--- config.mk ---
export PLATFORM = sky130hd
export DESIGN_NAME = tlb_ctl_reg
export DESIGN_NICKNAME = d
export VERILOG_FILES = /design/src/rtl/tlb_ctl_pkg.sv /design/src/rtl/tlb_victim_sel.sv /design/src/rtl/tlb_set_hash.sv /design/src/rtl/tlb_ctl_fields.sv /design/src/rtl/tlb_ctl_reg.sv
export SDC_FILE = /design/constraint.sdc
export NUM_CORES = 1
export LEC_CHECK = 0
export ABC_CLOCK_PERIOD_IN_PS = 1800
export BUFFER_PORTS_ARGS = -buffer_cell sky130_fd_sc_hd__buf_2
export CAP_MARGIN = 0
export CORE_AREA = 8 8 55 57
export DETAILED_ROUTE_END_ITERATION = 16
export DIE_AREA = 0 0 63 65
export PLACE_DENSITY = 0.81
export SLEW_MARGIN = 10
export SYNTH_ARGS = -nofsm -noshare
export SYNTH_HDL_FRONTEND = slang
export SYNTH_SLANG_ARGS = --single-unit
export TNS_END_PERCENT = 100
--- constraint.sdc ---
create_clock -name clk -period 1.8 [get_ports clk]
set_input_delay 0.18 -clock clk [delete_from_list [all_inputs] [get_ports clk]]
set_output_delay 0.18 -clock clk [all_outputs]
set_load 0.02 [all_outputs]
--- src/rtl/tlb_ctl_pkg.sv ---
package tlb_ctl_pkg;
   // Register width and field placement
   localparam int unsigned REG_W     = 32;
   localparam int unsigned SPACE_BIT = 0;
   localparam int unsigned HASH_BIT  = 1;
   localparam int unsigned FLUSH_BIT = 2;
   localparam int unsigned CTR_LSB   = 8;

   // Kind of hardware update applied to the replacement counter
   typedef enum logic [1:0] {
      UPD_NONE  = 2'd0,
      UPD_ADV   = 2'd1,
      UPD_FREE  = 2'd2,
      UPD_FAULT = 2'd3
   } upd_kind_e;

   // Mask of defined (readable) bits for a given counter width
   function automatic logic [REG_W-1:0] live_mask(input int unsigned ctr_w);
      logic [REG_W-1:0] m;
      m = '0;
      m[SPACE_BIT] = 1'b1;
      m[HASH_BIT]  = 1'b1;
      for (int unsigned i = 0; i < ctr_w; i++) m[CTR_LSB + i] = 1'b1;
      return m;
   endfunction
endpackage

--- src/rtl/tlb_victim_sel.sv ---
module tlb_victim_sel
   import tlb_ctl_pkg::*;
#(
   parameter int unsigned NUM_WAYS = 4,
   localparam int unsigned WAY_W   = (NUM_WAYS > 1) ? $clog2(NUM_WAYS) : 1
) (
   input  logic [WAY_W-1:0]    ctr_q,
   input  logic                miss_pulse,
   input  logic                exc_pulse,
   input  logic [WAY_W-1:0]    exc_way,
   input  logic [NUM_WAYS-1:0] set_valid,
   output logic                upd_en,
   output logic [WAY_W-1:0]    upd_val,
   output upd_kind_e           upd_kind
);
   // Per-way "first free" flags built with a generate chain
   logic [NUM_WAYS-1:0] free_seen;
   logic [NUM_WAYS-1:0] first_free;

   genvar gw;
   generate
      for (gw = 0; gw < NUM_WAYS; gw++) begin : g_chain
         if (gw == 0) begin : g_head
            assign first_free[gw] = ~set_valid[gw];
            assign free_seen[gw]  = ~set_valid[gw];
         end else begin : g_link
            assign first_free[gw] = ~set_valid[gw] & ~free_seen[gw-1];
            assign free_seen[gw]  = ~set_valid[gw] | free_seen[gw-1];
         end
      end
   endgenerate

   // Encode the one-hot first-free vector
   logic [WAY_W-1:0] free_way;
   always_comb begin
      free_way = '0;
      for (int unsigned w = 0; w < NUM_WAYS; w++) begin
         if (first_free[w]) free_way = free_way | WAY_W'(w);
      end
   end

   logic             set_full;
   logic [WAY_W-1:0] ctr_next;
   assign set_full = &set_valid;
   assign ctr_next = ctr_q + WAY_W'(1);

   always_comb begin
      upd_kind = UPD_NONE;
      if (miss_pulse)     upd_kind = set_full ? UPD_ADV : UPD_FREE;
      else if (exc_pulse) upd_kind = UPD_FAULT;
   end

   always_comb begin
      unique case (upd_kind)
         UPD_ADV:   upd_val = ctr_next;
         UPD_FREE:  upd_val = free_way;
         UPD_FAULT: upd_val = exc_way;
         default:   upd_val = ctr_q;
      endcase
   end

   assign upd_en = (upd_kind != UPD_NONE);
endmodule

--- src/rtl/tlb_set_hash.sv ---
module tlb_set_hash #(
   parameter int unsigned IDX_W       = 5,
   parameter bit          HASH_SUPPORT = 1'b1
) (
   input  logic             hash_on,
   input  logic [IDX_W-1:0] vpn_idx,
   input  logic [IDX_W-1:0] asid_idx,
   output logic [IDX_W-1:0] set_idx
);
   generate
      if (HASH_SUPPORT) begin : g_hashed
         logic [IDX_W-1:0] mixed;
         assign mixed   = vpn_idx ^ asid_idx;
         assign set_idx = hash_on ? mixed : vpn_idx;
      end else begin : g_plain
         logic unused_hash;
         assign unused_hash = hash_on ^ (^asid_idx);
         assign set_idx     = vpn_idx;
      end
   endgenerate
endmodule

--- src/rtl/tlb_ctl_fields.sv ---
module tlb_ctl_fields
   import tlb_ctl_pkg::*;
#(
   parameter int unsigned NUM_WAYS = 4,
   localparam int unsigned WAY_W   = (NUM_WAYS > 1) ? $clog2(NUM_WAYS) : 1
) (
   input  logic             clk,
   input  logic             rst_n,
   input  logic             wr_en,
   input  logic [REG_W-1:0] wr_data,
   input  logic             upd_en,
   input  logic [WAY_W-1:0] upd_val,
   output logic             space_q,
   output logic             hash_q,
   output logic [WAY_W-1:0] ctr_q,
   output logic             flush_pulse,
   output logic [REG_W-1:0] rd_data
);
   localparam logic [REG_W-1:0] LIVE = live_mask(WAY_W);

   // Mode bits: software only
   always_ff @(posedge clk or negedge rst_n) begin
      if (!rst_n) begin
         space_q <= 1'b0;
         hash_q  <= 1'b0;
      end else if (wr_en) begin
         space_q <= wr_data[SPACE_BIT];
         hash_q  <= wr_data[HASH_BIT];
      end
   end

   // Counter: hardware update outranks a software write
   always_ff @(posedge clk or negedge rst_n) begin
      if (!rst_n)      ctr_q <= '0;
      else if (upd_en) ctr_q <= upd_val;
      else if (wr_en)  ctr_q <= wr_data[CTR_LSB +: WAY_W];
   end

   // Flush is never stored; it is a strobe on the write cycle
   assign flush_pulse = wr_en & wr_data[FLUSH_BIT];

   always_comb begin
      rd_data = '0;
      rd_data[SPACE_BIT]          = space_q;
      rd_data[HASH_BIT]           = hash_q;
      rd_data[CTR_LSB +: WAY_W]   = ctr_q;
      rd_data                     = rd_data & LIVE;
   end

   logic unused_wdata;
   assign unused_wdata = ^(wr_data & ~LIVE & ~(REG_W'(1) << FLUSH_BIT));
endmodule

--- src/rtl/tlb_ctl_reg.sv ---
module tlb_ctl_reg
   import tlb_ctl_pkg::*;
#(
   parameter int unsigned NUM_WAYS     = 4,
   parameter int unsigned IDX_W        = 5,
   parameter bit          HASH_SUPPORT = 1'b1,
   localparam int unsigned WAY_W       = (NUM_WAYS > 1) ? $clog2(NUM_WAYS) : 1
) (
   input  logic                clk,
   input  logic                rst_n,
   input  logic                wr_en,
   input  logic [REG_W-1:0]    wr_data,
   output logic [REG_W-1:0]    rd_data,
   input  logic                miss_pulse,
   input  logic                exc_pulse,
   input  logic [WAY_W-1:0]    exc_way,
   input  logic [NUM_WAYS-1:0] set_valid,
   input  logic [IDX_W-1:0]    vpn_idx,
   input  logic [IDX_W-1:0]    asid_idx,
   output logic                single_space,
   output logic                idx_hash,
   output logic                flush_pulse,
   output logic [IDX_W-1:0]    set_idx,
   output logic [WAY_W-1:0]    refill_way
);
   // Elaboration-time parameter checks
   generate
      if (NUM_WAYS < 2 || NUM_WAYS != (1 << WAY_W)) begin : g_bad_ways
         $error("NUM_WAYS must be a power of two of at least 2");
      end
      if (CTR_LSB + WAY_W > REG_W) begin : g_bad_ctr
         $error("counter field does not fit the register");
      end
      if (IDX_W < 1 || IDX_W > 16) begin : g_bad_idx
         $error("IDX_W out of range");
      end
   endgenerate

   logic             upd_en;
   logic [WAY_W-1:0] upd_val;
   logic [WAY_W-1:0] ctr_q;
   upd_kind_e        upd_kind;

   tlb_victim_sel #(.NUM_WAYS(NUM_WAYS)) u_victim (
      .ctr_q      (ctr_q),
      .miss_pulse (miss_pulse),
      .exc_pulse  (exc_pulse),
      .exc_way    (exc_way),
      .set_valid  (set_valid),
      .upd_en     (upd_en),
      .upd_val    (upd_val),
      .upd_kind   (upd_kind)
   );

   tlb_ctl_fields #(.NUM_WAYS(NUM_WAYS)) u_fields (
      .clk         (clk),
      .rst_n       (rst_n),
      .wr_en       (wr_en),
      .wr_data     (wr_data),
      .upd_en      (upd_en),
      .upd_val     (upd_val),
      .space_q     (single_space),
      .hash_q      (idx_hash),
      .ctr_q       (ctr_q),
      .flush_pulse (flush_pulse),
      .rd_data     (rd_data)
   );

   tlb_set_hash #(.IDX_W(IDX_W), .HASH_SUPPORT(HASH_SUPPORT)) u_hash (
      .hash_on  (idx_hash),
      .vpn_idx  (vpn_idx),
      .asid_idx (asid_idx),
      .set_idx  (set_idx)
   );

   assign refill_way = ctr_q;

   logic unused_kind;
   assign unused_kind = ^upd_kind;
endmodule

==> impl_metrics.yaml, run 1 <==
status:
  status: "finished clean"
clock_network:
  root_buffer: "clkbuf_4"
  cts.path.max_buffers: 2
  cts.repair.resized: 0
  clk_pin_slew_ns: 0.04
  clock_latency_ns: 0.23
  clkSinkCount: 4
  cts-htree-levels: 1
  cts_tree: "built"
  numCtsBuffers: 3
floorplanning:
  rows: 17
  start_util: 0.295
  die_w_um: 63
  core-area_um2: 2150
  die_y_um: 65
  pin_count: 95
  die_area_um2: 4100
global_route:
  use_met1: 0.0683
  grtUsageTotal: 0.0741
  overflow: 0
  grt_pass1_wl_um: 2480
  grt_busiest_layer: "met2"
  grt_pass1_vias: 568
  antenna_found_initial: 0
  grt_start_max_net_pins: 9
  use_met3: 0.0619
  grtUsageMet2: 0.113
synthesis:
  synth_seq_cells: 4
  ys.warnings.count: 0
  ys_seq_area_frac: 0.158
  synth_cells: 77
  avgSynthCellArea_um2: 8.24
  yosysUniqueCellTypes: 23
  synth_area_leader_cell: "buf_4"
  synth.top_cell.area_share: 0.379
  synthesis.area_um2: 634
  yosys-top-cells-area: "buf_4 (38%), dfrtp_1 (16%), xnor2_1 (6.9%)"
critical_path:
  critPathArrivalTime_ns: 1.43
  r2r_slack_ns: 0.52
  end_kind: "flip-flop"
  cp.required_ns: 1.91
  setup.worst_path.start_class: "input port"
  critPathKind: "in2reg"
  critPathMaxStageDelay_ns: 0.31
  crit_top_cell: "nor2_1"
  crit_fanout: 8
  crit_path_cell_trace: "buf_2, nor2_1, nor2_1, ha_1, a221o_1, a32o_1"
  crit_slowest_cell: "a221o_1"
sta:
  drv_slew: 0
  period_share: 0.731
  fin_setup_tns_ns: 0
  fmax_mhz: 760
  skew_ns: 0.0000195
  fin_crit_ns: 1.32
  rsz0062_at_grt: "false"
  fin_ws_ns: 0.485
  finalSetupViolations: 0
  hold_viol_final: 0
power:
  max-vdd-ir-drop_v: 0.000229
  power-per-cell-area_nw_per_um2: 639
  leakage_uw: 0.000419
drt:
  vias_per_cell: 3.95
  firstDrtPassIters: 4
  remaining_drc_errors: 0
  via_count: 561
  postRouteAntennaNets: 0
  drtIter0Drc: 20
  avgRoutedWirePerCell_um: 11.6
  wirelength_um: 1650
hold_path:
  hp-class: "in2reg"
place:
  port_buffers: 39
  gp_congestion: 0.767
  postPlaceCellArea_um2: 714
  pre_cts_slack_ns: 0.239
  dpl.hpwl_um: 1520
run:
  cap_violations: 0
layout:
  finalNetCount: 170
  area_delta_synth_final_pct: 17.8
  final_layout_size_suffix_gt1_frac: 0.421
  fin_util: 0.348
  antennaDiodeCount: 0
  final_area_um2: 747
  nFillCells: 251
[state kept, by name (all words and copies together), names as in the netlist]
name              flops
u_fields.hash_q       1
u_fields.space_q      1
u_fields.ctr_q        2
[where the power goes]
group	internal (uW)	leakage, uW	switching (uW)	total [uW]
clock	74.3	0.0000138	32.7	107
combinational	84.9	0.000357	166	251
sequential	102	0.0000480	16.7	119
total	261	0.000419	216	477
[per-layer routing]
| layer | share of wire | vias to the layer above |
|---|---|---|
| li1 | - | 270 |
| met1 | 0.36 | 246 |
| met2 | 0.46 | 45 |
| met3 | 0.18 | 0 |
| met4 | 0 | 0 |
| met5 | 0 | - |
[Yosys cell counts]
cell type,instances
buf_4,32
nand2_1,9
xnor2_1,5
a21oi_1,4
dfrtp_1,4
mux2_2,3
a221o_1,2
inv_1,2
nor2_1,2
a211oi_1,1
a32o_1,1
a32oi_1,1
and2_1,1
buf_6,1
conb_1,1
ha_1,1
nand2_4,1
nand2b_1,1
nand3_4,1
nor2_4,1
o21ai_1,1
o31ai_1,1
xor2_1,1
[worst max-delay path, delay by kind of cell]
kind	cells	cell delay, ns
buf+inv	1	0.16
fa+ha+maj	1	0.21
compound gates	2	0.56
simple gates	2	0.31
[cell usage in the layout, fill, tap and decap left out, drive strengths merged, types with 2 or more instances in the layout]
cell	n
a21oi	4
a221o	2
buf	39
clkbuf	3
conb	28
dfrtp	4
inv	2
mux2	3
nand2	10
nor2	3
xnor2	5
[cell families (layout without fill, tap and decap cells)]
logic type | count (synthesis) | after routing | synth area share
XOR/XNOR | 6 | 6 | 0.0828
AO/OA/AOI/OAI | 11 | 11 | 0.124
adder cells (fa/ha/maj) | 1 | 1 | 0.0197
buffers and inverters | 35 | 45 | 0.408
multiplexers | 3 | 3 | 0.0533
other | 1 | 28 | 0.00591
flip-flops | 4 | 4 | 0.158
AND/OR/NAND/NOR | 16 | 16 | 0.148
[per-stage QoR]
step	power [uW]	instances	hold slack (ns)
5_1_grt	518	142	0.169
4_1_cts	482	142	0.174
2_1_floorplan	347	104	-0.116
3_3_place_gp	367	138	-0.0143
3_5_place_dp	369	138	-0.0144
6_report	477	142	0.181
[final cells by class]
| cell class | count | area [um^2] | share of cell area |
|---|---|---|---|
| Timing Repair Buffer | 40 | 205 | 0.275 |
| Clock buffer | 3 | 22.5 | 0.0302 |
| Multi-Input combinational cell | 65 | 377 | 0.504 |
| Inverter | 2 | 7.51 | 0.0101 |
| Tap cell | 28 | 35.0 | 0.0469 |
| Sequential cell | 4 | 100 | 0.134 |
[repair_timing]
action | 4_1_cts | 5_1_grt
endpoints found under the hold margin | 4 | 0
hold buffers | 1 | 0
setup buffers | 0 | 0
[path summary, 6_finish.rpt]
check                                               from                             to  cells after the start
max                                           miss_pulse  u_fields.ctr_q[1]$_DFFE_PN0P_                      6
min                                           wr_data[0]   u_fields.space_q$_DFFE_PN0P_                      2
max reg2reg                u_fields.ctr_q[0]$_DFFE_PN0P_  u_fields.ctr_q[1]$_DFFE_PN0P_                      3
min reg2reg                 u_fields.space_q$_DFFE_PN0P_   u_fields.space_q$_DFFE_PN0P_                      1
max in group asynchronous                          rst_n    u_fields.hash_q$_DFFE_PN0P_                      2
min in group asynchronous                          rst_n  u_fields.ctr_q[0]$_DFFE_PN0P_                      2
No activity file was read; power rests on OpenSTA's default activity.
==> run 2: changes to the inputs <==
Settings changed: ABC_AREA set to 1, ABC_CLOCK_PERIOD_IN_PS 1800 to 1250, CORE_AREA 8 8 55 57 to 8 8 57 59, DIE_AREA 0 0 63 65 to 0 0 65 67, PLACE_DENSITY 0.81 to 0.77.
Clock period 1.8 ns to 1.25 ns, I/O delays scaled along.
==> impl_metrics.yaml, run 2 <==
floorplanning:
  start_util: 0.289
  core-area_um2: 2360
  pin_count: 95
  die_w_um: 65
  die_area_um2: 4360
  rows: 18
  die_y_um: 67
clock_network:
  clkSinkCount: 4
  cts_tree: "built"
  cts.path.max_buffers: 2
  numCtsBuffers: 3
  clk_pin_slew_ns: 0.04
  cts-htree-levels: 1
  clock_latency_ns: 0.23
  root_buffer: "clkbuf_4"
  cts_setup_buffers: 0
critical_path:
  crit_slowest_cell: "dfrtp_2"
  cp.required_ns: 1.12
  critPathArrivalTime_ns: 1.11
  critPathMaxStageDelay_ns: 0.45
  r2r_slack_ns: 0.30
  critPathKind: "reg2out"
  end_kind: "output pin"
  setup.worst_path.start_class: "flip-flop"
  crit_fanout: 8
  crit_path_cell_trace: "nand2_1, xor2_1, inv_1, buf_2"
  crit_path_start: "u_fields.hash_q$_DFFE_PN0P_"
  crit_family: "flip-flops"
  reg2reg_from: "u_fields.ctr_q[0]$_DFFE_PN0P_"
  cp_num_buf_inv: 2
power:
  power-per-cell-area_nw_per_um2: 821
  max-vdd-ir-drop_v: 0.000374
  leakage_uw: 0.000568
  totalPowerFinal_uw: 710
sta:
  fin_crit_ns: 1.24
  fin_setup_tns_ns: 0
  hold_viol_final: 0
  rsz0062_at_grt: "true"
  whs_ns: 0.0937
  fmax_mhz: 808
  finalSetupViolations: 0
  period_share: 0.990
  skew_ns: 0.0000116
  drv_slew: 0
synthesis:
  ys_top_cells_by_count: "buf_4 (32), nand2_1 (26), inv_1 (11)"
  synth-edff-count: 0
  avgSynthCellArea_um2: 6.63
  ys.warnings.count: 0
  synth_area_leader_cell: "buf_4"
  synth_seq_cells: 4
  synth_most_common_cell: "buf_4"
  synthesis.area_um2: 683
  synth.top_cell.area_share: 0.352
  ys_seq_area_frac: 0.147
  synthArstFlopShare: 1.00
  synth_cells: 103
  yosys-top-cells-area: "buf_4 (35%), dfrtp_1 (15%), nand2_1 (14%)"
  synthFlopType: "dfrtp_1"
  yosysUniqueCellTypes: 18
layout:
  seq_area_um2: 101
  final_cells: 177
  finalNetCount: 203
  largest_reg_flops: 2
  final_layout_size_suffix_gt1_frac: 0.422
  largestRegisters: "u_fields.ctr_q (2), u_fields.hash_q (1), u_fields.space_q (1)"
  regMostFlops: "u_fields.ctr_q"
  antennaDiodeCount: 0
  multi_input_area_um2: 390
  area_delta_synth_final_pct: 26.6
  nFillCells: 273
  final_area_um2: 865
  final_cell_mix: "buf_2 (38), conb_1 (28), nand2_1 (25), inv_1 (11)"
  final_common_cell: "buf_2"
drt:
  avgRoutedWirePerCell_um: 9.55
  wirelength_um: 1690
  postRouteAntennaNets: 0
  via_count: 640
  remaining_drc_errors: 0
  drtIter0Drc: 22
  firstDrtPassIters: 4
  vias_per_cell: 3.62
place:
  dpl.hpwl_um: 1520
  gp_congestion: 0.741
  postPlaceCellArea_um2: 822
  dp_cells: 173
  port_buffers: 39
global_route:
  grt_pass1_vias: 659
  grtUsageTotal: 0.0769
  grt_start_max_net_pins: 9
  overflow: 0
  grt_pass1_wl_um: 2700
  antenna_found_initial: 0
status:
  status: "finished clean"
run:
  cap_violations: 0
hold_path:
  hp-class: "in2reg"
  min-delay-start: "wr_data[0]"
## run 2: path summary, 6_finish.rpt
check | end | cells after the start
setup / recovery | set_idx[3] | 4
hold / removal | u_fields.space_q$_DFFE_PN0P_ | 3
setup reg to reg | u_fields.ctr_q[1]$_DFFE_PN0P_ | 5
hold reg to reg | u_fields.space_q$_DFFE_PN0P_ | 2
max in group asynchronous | u_fields.hash_q$_DFFE_PN0P_ | 2
min in group asynchronous | u_fields.space_q$_DFFE_PN0P_ | 2
## run 2: area by class of cell
type / count / share of cell area
Timing Repair Buffer: 46 / 0.297
Sequential cell: 4 / 0.117
Multi-Input combinational cell: 79 / 0.452
Inverter: 15 / 0.0651
Tap cell: 30 / 0.0434
Clock buffer: 3 / 0.0260
## run 2: worst reg2reg max path: stages (launching register included)
cell and delay [ns]:
dfrtp_1 0.42, xor2_1 0.19, nand2_2 0.08, nand3_2 0.06
nand2_1 0.05, nand2_1 0.05
## run 2: power by group
part | internal, uW | switching (uW) | leakage [uW]
logic | 128 | 251 | 0.000506
registers | 148 | 23.9 | 0.0000478
clock network | 107 | 52.9 | 0.0000138
## run 2: per-stage QoR
step                 util  setup slack (ns)
finish              0.366            0.0128
detailed placement  0.348            -0.105
CTS                 0.362           0.00137
global route        0.366           -0.0566
floorplan               -            0.0871
global placement    0.348           -0.0682
## run 2: cell families after synthesis
family | after synthesis | synth area share
XOR/XNOR | 6 | 0.0769
flip-flops | 4 | 0.147
buffers and inverters | 47 | 0.434
other | 1 | 0.00549
AO/OA/AOI/OAI | 6 | 0.0641
adder cells (fa/ha/maj) | 1 | 0.0183
AND/OR/NAND/NOR | 38 | 0.255
## run 2: timing repair
item | 4_1_cts | 5_1_grt
pin swaps | 0 | 3
resized for setup | 1 | 3
hold buffers | 1 | 0
endpoints found under the setup margin | 5 | 5
endpoints found under the hold margin | 4 | 0
## run 2: routing by layer
layer | vias up | GRT usage | wire [um]
met5 | - | 0 | 0
met4 | 0 | 0.0490 | 23
met3 | 4 | 0.0302 | 153
met2 | 29 | 0.130 | 935
met1 | 271 | 0.0781 | 578
li1 | 336 | - | -
==> run 3: changes to the inputs <==
Settings changed: CORE_AREA 8 8 57 59 to 4 4 53 55, DIE_AREA 0 0 65 67 to 0 0 57 59.
==> impl_metrics.yaml, run 3 (synthesized netlist as in run 2, its figures left out) <==
status:
  status: "finished clean"
hold_path:
  min_to: "u_fields.hash_q$_DFFE_PN0P_"
  hp-class: "in2reg"
  hold_path_depth: 3
  min-delay-start: "wr_data[1]"
critical_path:
  critPathKind: "reg2out"
  cp.required_ns: 1.12
  critPathMaxStageDelay_ns: 0.45
  crit_slowest_cell: "dfrtp_2"
  reg2reg_from: "u_fields.ctr_q[0]$_DFFE_PN0P_"
  r2r.worst_path.cells: 5
  crit_path_cell_trace: "nand2_1, xor2_1, inv_1, buf_2"
  setup.worst_path.start_class: "flip-flop"
  r2r_end: "u_fields.ctr_q[1]$_DFFE_PN0P_"
  r2r_slack_ns: 0.29
  end_kind: "output pin"
  crit_fanout: 7
  critPathArrivalTime_ns: 1.11
drt:
  firstDrtPassIters: 3
  drtIter0Drc: 5
  vias_per_cell: 3.65
  postRouteAntennaNets: 0
  via_count: 650
  wirelength_um: 1400
  remaining_drc_errors: 0
  avgRoutedWirePerCell_um: 7.84
global_route:
  grtUsageTotal: 0.0712
  use_met1: 0.0715
  grt_start_max_net_pins: 9
  grt_pass1_wl_um: 1900
  overflow: 0
  grt_busiest_layer: "met2"
  grt_pass1_vias: 531
  grtUsageMet2: 0.137
  antenna_found_initial: 0
  use_met3: 0.0196
sta:
  drv_slew: 0
  rsz0062_at_grt: "true"
  fmax_mhz: 810
  period_share: 0.988
  skew_ns: 0.00000669
  hold_viol_final: 0
  fin_ws_ns: 0.0149
  finalSetupViolations: 0
  fin_crit_ns: 1.24
floorplanning:
  pin_count: 95
  die_area_um2: 3360
  core-area_um2: 2390
  rows: 18
  die_w_um: 57
  die_y_um: 59
  start_util: 0.286
layout:
  largestRegisters: "u_fields.ctr_q (2), u_fields.hash_q (1), u_fields.space_q (1)"
  antennaDiodeCount: 0
  final_layout_size_suffix_gt1_frac: 0.426
  finalNetCount: 204
  largest_reg_flops: 2
  fin_util: 0.364
  final_cell_mix: "buf_2 (38), conb_1 (28), nand2_1 (25), inv_1 (11), buf_4 (8)"
  final_common_cell: "buf_2"
  nFillCells: 283
  area_delta_synth_final_pct: 27.1
  regMostFlops: "u_fields.ctr_q"
place:
  pre_cts_slack_ns: -0.0898
  gp_congestion: 0.732
  dpl.hpwl_um: 1260
  port_buffers: 39
clock_network:
  root_buffer: "clkbuf_4"
  clock_latency_ns: 0.23
  cts-htree-levels: 1
  clk_pin_slew_ns: 0.04
  cts.path.max_buffers: 2
  numCtsBuffers: 3
  cts_tree: "built"
  clkSinkCount: 4
power:
  switching_share: 0.456
  power-per-cell-area_nw_per_um2: 811
  p_clk_frac: 0.220
  p_seq_frac: 0.244
  switching_power_uw: 321
  max-vdd-ir-drop_v: 0.000348
  internal_power_uw: 383
  combPwrFrac: 0.536
  leakage_uw: 0.000572
run:
  cap_violations: 0
run 3: cell count changes in the layout (fill, tap and decap cells not counted), sizes merged:
cell / before / now
buf: 45 / 46
run 3: through the flow:
stage          total power (uW)  std cells  area (um^2)  setup TNS [ns]  hold WS [ns]
6_report                    704        178          868               0        0.0974
5_1_grt                     762        178          868          -0.189         0.105
4_1_cts                     706        177          856               0        0.0930
3_5_place_dp                542        173          822          -0.134       -0.0695
3_3_place_gp                537        173          822         -0.0925       -0.0708
2_1_floorplan               502        130          785               0        -0.171
run 3: per-layer routing:
metal  wire length, um  vias to the layer above
met5                 0                        -
li1                  -                      340
met3               129                        0
met2               792                       26
met4                 0                        0
met1               473                      284
run 3: worst max-delay path by stage:
stage	startpoint	endpoint	slack, ns	cells past startpoint
floorplan	miss_pulse	u_fields.ctr_q[0]$_DFFE_PN0P_	0.09	10
global placement	miss_pulse	u_fields.ctr_q[0]$_DFFE_PN0P_	-0.07	11
detailed placement	miss_pulse	u_fields.ctr_q[0]$_DFFE_PN0P_	-0.09	11
CTS	u_fields.hash_q$_DFFE_PN0P_	set_idx[1]	0.002	4
global route	u_fields.hash_q$_DFFE_PN0P_	set_idx[4]	-0.05	4
finish	u_fields.hash_q$_DFFE_PN0P_	set_idx[2]	0.01	4
run 3: power groups by stage:
stage               sequential [uW]  combinational (uW)  clock, uW
floorplan                       189                 313          0
global route                    176                 412        173
finish                          172                 377        155
detailed placement              174                 368          0
CTS                             173                 372        162
global placement                173                 364          0
run 3: area by class of cell:
| class | instances | area (um^2) | share of cell area |
|---|---|---|---|
| Clock buffer | 3 | 22.5 | 0.0259 |
| Inverter | 15 | 56.3 | 0.0648 |
| Multi-Input combinational cell | 79 | 390 | 0.450 |
| Sequential cell | 4 | 101 | 0.117 |
| Tap cell | 30 | 37.5 | 0.0432 |
| Timing Repair Buffer | 47 | 260 | 0.300 |
run 3: worst max-delay path: cells and delay by family, from the launching register on:
kind	cells	cell delay, ns
flops	1	0.45
simple gates	1	0.09
xor+xnor	1	0.14
buf+inv	2	0.20
run 3: timing repair:
action,CTS,global route
hold buffers,1,0
buffers inserted,0,1
endpoints found under the setup margin,5,5
hold endpoints to repair,4,0
pin swaps,0,2
resized for setup,1,2
